### src/rtl/pk_pkg.sv
package pk_pkg;

    typedef struct packed {
        logic byte_mode;
        logic big_end;
    } pk_cfg_t;

endpackage

### src/rtl/pk_lane_map.sv
module pk_lane_map #(
    parameter int LANES = 4,
    parameter int CNT_W = 2
) (
    input  pk_pkg::pk_cfg_t    cfg,
    input  logic [CNT_W-1:0]   cnt,
    output logic [LANES-1:0]   hit,
    output logic [LANES-1:0]   use_hi
);

    localparam logic [CNT_W-1:0] LAST_BYTE = CNT_W'(LANES - 1);
    localparam logic [CNT_W-1:0] LAST_WORD = CNT_W'(LANES / 2 - 1);

    logic [CNT_W-1:0] byte_tgt;
    logic [CNT_W-1:0] word_tgt;

    always_comb begin
        byte_tgt = cfg.big_end ? (LAST_BYTE - cnt) : cnt;
        word_tgt = cfg.big_end ? (LAST_WORD - cnt) : cnt;
    end

    for (genvar l = 0; l < LANES; l++) begin : g_lane
        assign hit[l]    = cfg.byte_mode ? (byte_tgt == CNT_W'(l))
                                         : (word_tgt == CNT_W'(l / 2));
        assign use_hi[l] = !cfg.byte_mode && ((l % 2) == 1);
    end

endmodule

### src/rtl/pk_merge.sv
module pk_merge #(
    parameter int LANES  = 4,
    parameter int LANE_W = 9
) (
    input  logic [LANES*LANE_W-1:0] aux,
    input  logic [2*LANE_W-1:0]     piece,
    input  logic [LANES-1:0]        hit,
    input  logic [LANES-1:0]        use_hi,
    output logic [LANES*LANE_W-1:0] merged
);

    for (genvar l = 0; l < LANES; l++) begin : g_lane
        logic [LANE_W-1:0] src;
        assign src = use_hi[l] ? piece[LANE_W +: LANE_W] : piece[0 +: LANE_W];
        assign merged[l*LANE_W +: LANE_W] = hit[l] ? src : aux[l*LANE_W +: LANE_W];
    end

endmodule

### src/rtl/pk_packer.sv
module pk_packer #(
    parameter  int LANE_W   = 9,
    parameter  int LANES    = 4,
    localparam int NARROW_W = 2 * LANE_W,
    localparam int LONG_W   = LANES * LANE_W
) (
    input  logic                clk,
    input  logic                rst_n,
    input  logic                size_byte_i,
    input  logic                big_end_i,
    input  logic                wr_en_i,
    input  logic [NARROW_W-1:0] wr_data_i,
    input  logic                mem_full_i,
    output logic                mem_wr_o,
    output logic [LONG_W-1:0]   mem_data_o
);

    localparam int               CNT_W     = $clog2(LANES);
    localparam logic [CNT_W-1:0] LAST_BYTE = CNT_W'(LANES - 1);
    localparam logic [CNT_W-1:0] LAST_WORD = CNT_W'(LANES / 2 - 1);

    typedef struct packed {
        pk_pkg::pk_cfg_t   cfg;
        logic [CNT_W-1:0]  cnt;
        logic [LONG_W-1:0] aux;
    } st_t;

    st_t st_d, st_q;

    logic              accept;
    logic              last;
    logic [LANES-1:0]  hit;
    logic [LANES-1:0]  use_hi;
    logic [LONG_W-1:0] merged;

    // names seen by the bound checker
    logic [CNT_W-1:0]  cnt_q;
    pk_pkg::pk_cfg_t   cfg_q;
    assign cnt_q = st_q.cnt;
    assign cfg_q = st_q.cfg;

    pk_lane_map #(.LANES(LANES), .CNT_W(CNT_W)) map_i (
        .cfg    (st_q.cfg),
        .cnt    (st_q.cnt),
        .hit    (hit),
        .use_hi (use_hi)
    );

    pk_merge #(.LANES(LANES), .LANE_W(LANE_W)) merge_i (
        .aux    (st_q.aux),
        .piece  (wr_data_i),
        .hit    (hit),
        .use_hi (use_hi),
        .merged (merged)
    );

    always_comb begin
        st_d   = st_q;
        accept = wr_en_i && !mem_full_i;
        last   = st_q.cnt == (st_q.cfg.byte_mode ? LAST_BYTE : LAST_WORD);
        if (accept) begin
            if (last) begin
                st_d.cnt = '0;
                st_d.aux = '0;
            end else begin
                st_d.cnt = st_q.cnt + 1'b1;
                st_d.aux = merged;
            end
        end
        mem_wr_o   = accept && last;
        mem_data_o = merged;
    end

    always_ff @(posedge clk) begin
        if (!rst_n) begin
            st_q.cfg.byte_mode <= size_byte_i;
            st_q.cfg.big_end   <= big_end_i;
            st_q.cnt           <= '0;
            st_q.aux           <= '0;
        end else begin
            st_q <= st_d;
        end
    end

endmodule

### config.mk
export PLATFORM = sky130hd
export DESIGN_NAME = pk_packer
export DESIGN_NICKNAME = d
export VERILOG_FILES = /design/src/rtl/pk_pkg.sv /design/src/rtl/pk_lane_map.sv /design/src/rtl/pk_merge.sv /design/src/rtl/pk_packer.sv
export SDC_FILE = /design/constraint.sdc
export NUM_CORES = 1
export LEC_CHECK = 0
export BUFFER_PORTS_ARGS = -buffer_cell sky130_fd_sc_hd__buf_2
export CAP_MARGIN = 5
export CORE_MARGIN = 5
export CORE_UTILIZATION = 53
export DETAILED_ROUTE_END_ITERATION = 16
export PLACE_DENSITY = 0.77
export SLEW_MARGIN = 20
export SYNTH_ARGS = -nofsm -noshare
export SYNTH_HDL_FRONTEND = slang
export SYNTH_SLANG_ARGS = --single-unit
### constraint.sdc
create_clock -name clk -period 2.14 [get_ports clk]
set_input_delay 0 -clock clk [delete_from_list [all_inputs] [get_ports clk]]
set_output_delay 0 -clock clk [all_outputs]
set_load 0.01 [all_outputs]
==> key figures <==
Worst setup path
  • Endpoint of the most critical setup path: mem_data_o[11]
  • Data arrival time of the critical path: 2.09 ns
  • CP startpoint kind: flop
  • Reg-to-reg critical path startpoint: cfg_q[1]
  • Cell breakdown of the critical path: buf_6 -> buf_6 -> or3_4 -> a21oi_4 -> a21oi_2 -> mux2_2 -> buf_2
  • R2r worst-path depth: 6
  • Max incr delay on CP: 0.42 ns
  • Flop-to-flop setup slack: 0.25 ns
  • Worst R2R End: st_q[9]
  • Critical path start-end classification: reg -> out
  • Start point of the critical path: cfg_q[1]
  • Crit path top cell by count: sky130_fd_sc_hd__buf_6
  • Required arrival time at the worst endpoint: 2.14 ns
  • Critical Path End Type: primary output
  • Slowest cell on crit path: sky130_fd_sc_hd__edfxtp_1
  • Maximum fanout encountered on the critical timing path: 12

Clock tree
  • Buffer levels on the longest clock path: 2
  • Clk root buf: sky130_fd_sc_hd__clkbuf_8
  • CTS tree: yes
  • Clock sink count: 40
  • H-tree lvl count: 2
  • Worst skew pair latency: 0.31 ns
  • Cts bufs inserted: 5
  • Clk pin slew, worst setup/hold paths: 0.09 ns

Layout
  • Final cell utilization of the core: 0.6722
  • Diodes inserted: 0
  • Non-filler instance count after layout: 366
  • Area growth, synth to finish: 24.36%
  • Nets: 337
  • Most common library cell in the layout ignoring fill and taps: sky130_fd_sc_hd__buf_2
  • Proportion of layout cells with a drive suffix above 1: 0.4459
  • Commonest non-fill, non-tap cells in the layout: 60 x sky130_fd_sc_hd__buf_2, 36 x sky130_fd_sc_hd__mux2_2, 36 x sky130_fd_sc_hd__dfxtp_1, 33 x sky130_fd_sc_hd__nand2_1, 12 x sky130_fd_sc_hd__nand3_1
  • Final non-filler cell area: 2907 um^2

STA
  • Achievable frequency: 479.2 MHz
  • Setup skew after layout: 0.008659 ns
  • Period Utilization, post-route: 0.9752
  • Transition time at the pin with the least slew margin: 0.7400 ns
  • Worst slew slack as a fraction of its limit: 0.5067
  • Number of hold violations in the final report: 0
  • Setup WS post-layout: 0.05317 ns
  • Count of final max-slew check failures: 0
  • Shortest clock period the worst path allows after layout: 2.087 ns
  • Setup repair after global routing missed its margin: yes
  • Total Negative Setup Slacks: 0 ns
  • Final setup violation count: 0

Logic synthesis
  • Syn nets: 271
  • Gate count of the mapped netlist: 247
  • Mean instance size in the synthesized netlist: 9.463 um^2
  • Share of synthesized area occupied by flip-flops and latches: 0.3512
  • FF+latch count, synth: 40
  • Number of unique standard cell types used by synthesis: 37
  • Cell area after synthesis: 2337 um^2
  • Yosys warnings: 0

Global route
  • Remaining global-route overflow: 0
  • Via count of the first global-routing pass: 2098
  • Antenna violations before repair: 0
  • Wire length of the first global-routing pass: 10110 um
  • Overall Global Routing Usage: 0.2100
  • Pin count of the biggest net entering global routing: 24

Power
  • Share of total power in sequential cells: 0.417
  • Switching portion of total power: 0.3070
  • Clk pwr share: 0.302
  • Maximum vdd ir drop: 0.5326 mV
  • Relative contribution of combinational cells to total power: 0.281
  • Cell internal pwr: 1349 uW
  • Net switching component of the power: 597.4 uW
  • Leakage dissipation: 0.001230 uW
  • Total power per unit cell area: 669.5 nW/um^2

Route
  • Post-route ant nets: 0
  • Via-per-instance ratio: 5.967
  • Routed wire length per instance: 17.65 um
  • 1st-pass router iterations: 4
  • Post-detailed-routing wire length: 6461 um
  • Vias: 2184
  • Number of DRC markers after the initial detailed-route iteration: 111
  • DRC Markers: 0

Floorplan
  • Number of rows in the core area: 24
  • Initial core utilization: 0.5405
  • Height of the die: 76.41 um
  • Die span in x: 76.41 um
  • Die Footprint: 5838 um^2
  • Area of the placeable core: 4324 um^2
  • Boundary pin count: 61

Hold path
  • Min-Delay Startpoint: wr_data_i[7]
  • Worst hold-check path type: in -> reg

Placed design
  • Placer Congestion: 0.8163
  • Setup slack after placement: 0.2127 ns
  • Placement-stage cell area: 2671 um^2
  • Instance count after placement with tap cells included: 350
  • Port buffer count: 60
  • Estimated wirelength of the detail-placed design: 4373 um

Status
  • Result of the run: finished clean

Job
  • Max-Cap Viols: 0
-- sequential cells by signal, indices dropped and copies added (netlist names) --
| name | flops |
|---|---|
| st_q | 36 |
| cfg_q | 2 |
| cnt_q | 2 |
-- cells in the mapped netlist (all sizes together) --
| master | instances | area, um^2 |
|---|---|---|
| mux2 | 45 | 540.5 |
| dfxtp | 38 | 760.7 |
| nand2 | 33 | 123.9 |
| nand3 | 12 | 60.06 |
| a31oi | 10 | 68.81 |
| o21ai | 10 | 50.05 |
| a22o | 9 | 78.83 |
| clkbuf | 9 | 33.78 |
| mux2i | 9 | 90.09 |
| o22ai | 9 | 56.30 |
| o32ai | 9 | 78.83 |
| or2 | 9 | 56.30 |
| a21oi | 8 | 47.55 |
| buf | 7 | 50.05 |
| nor2 | 6 | 22.52 |
| nand2b | 3 | 18.77 |
| nor2b | 3 | 18.77 |
| edfxtp | 2 | 60.06 |
| inv | 2 | 7.510 |
| nand4b | 2 | 17.52 |
| o21a | 2 | 15.01 |
| a211oi | 1 | 7.510 |
| a2bb2oi | 1 | 8.760 |
| nand4 | 1 | 6.260 |
| nand4bb | 1 | 11.26 |
| nor3 | 1 | 5.000 |
| o21bai | 1 | 7.510 |
| o311a | 1 | 10.01 |
| or3 | 1 | 6.260 |
| or4b | 1 | 10.01 |
| xnor2 | 1 | 8.760 |
-- cells by family after synthesis --
group | after synthesis | synth area share
and+or+nand+nor | 73 | 0.1526
AOI/OAI and AO/OA | 61 | 0.1836
muxes | 54 | 0.2698
DFF | 40 | 0.3512
buffers and inverters | 18 | 0.03908
xor gates and xnor gates | 1 | 0.003748
-- per-layer routing --
layer,GRT usage,wire length [um],up-vias
met5,0,0,-
met3,0.04610,426,12
met4,0.09615,149,0
li1,-,-,1051
met2,0.3253,3029,91
met1,0.2768,2854,1030
-- worst max-delay path, delay by kind of cell, from the launching register on --
kind                   cells  cell delay, ns
AND/OR/NAND/NOR            1            0.34
multiplexers               1            0.30
buffers and inverters      3            0.43
flip-flops                 1            0.42
AO/OA/AOI/OAI              2            0.29
-- cell type report --
cell class / count / area, um^2
Clock buffer: 6 / 93.84
Clock inverter: 2 / 12.51
Fill cell: 360 / 1418
Inverter: 2 / 7.507
Multi-Input combinational cell: 190 / 1476
Sequential cell: 40 / 823.3
Tap cell: 52 / 65.06
Timing Repair Buffer: 74 / 427.9
-- power groups by stage --
stage | Combinational [uW] | Sequential, uW | Clock, uW
finish | 547 | 812 | 587
global route | 585 | 815 | 622
CTS | 526 | 811 | 588
detailed placement | 509 | 829 | 0
global placement | 504 | 826 | 0
floorplan | 355 | 818 | 0
-- worst min path at each step --
| stage | end | depth (start not counted) |
|---|---|---|
| floorplan | cfg_q[0] | 0 |
| global placement | cfg_q[0] | 1 |
| detailed placement | cfg_q[1] | 1 |
| CTS | st_q[7] | 2 |
| global route | st_q[7] | 2 |
| finish | st_q[7] | 2 |
-- per-stage QoR --
step | total power [uW] | hold slack (ns)
after global routing | 2023 | 0.01560
after floorplan | 1173 | 0.09887
after detailed placement | 1338 | 0.1790
after CTS | 1925 | 0.0004964
after global placement | 1330 | 0.1845
final | 1946 | 0.003091
-- repair_timing --
item	in CTS	in global routing
gates resized for setup	5	8
gates cloned	0	1
pin swaps	0	2
setup buffers	0	1
hold buffers	4	2
endpoints found under the setup margin	27	32
hold endpoints to repair	4	2
Note: power is estimated with default switching activity, not from simulation.
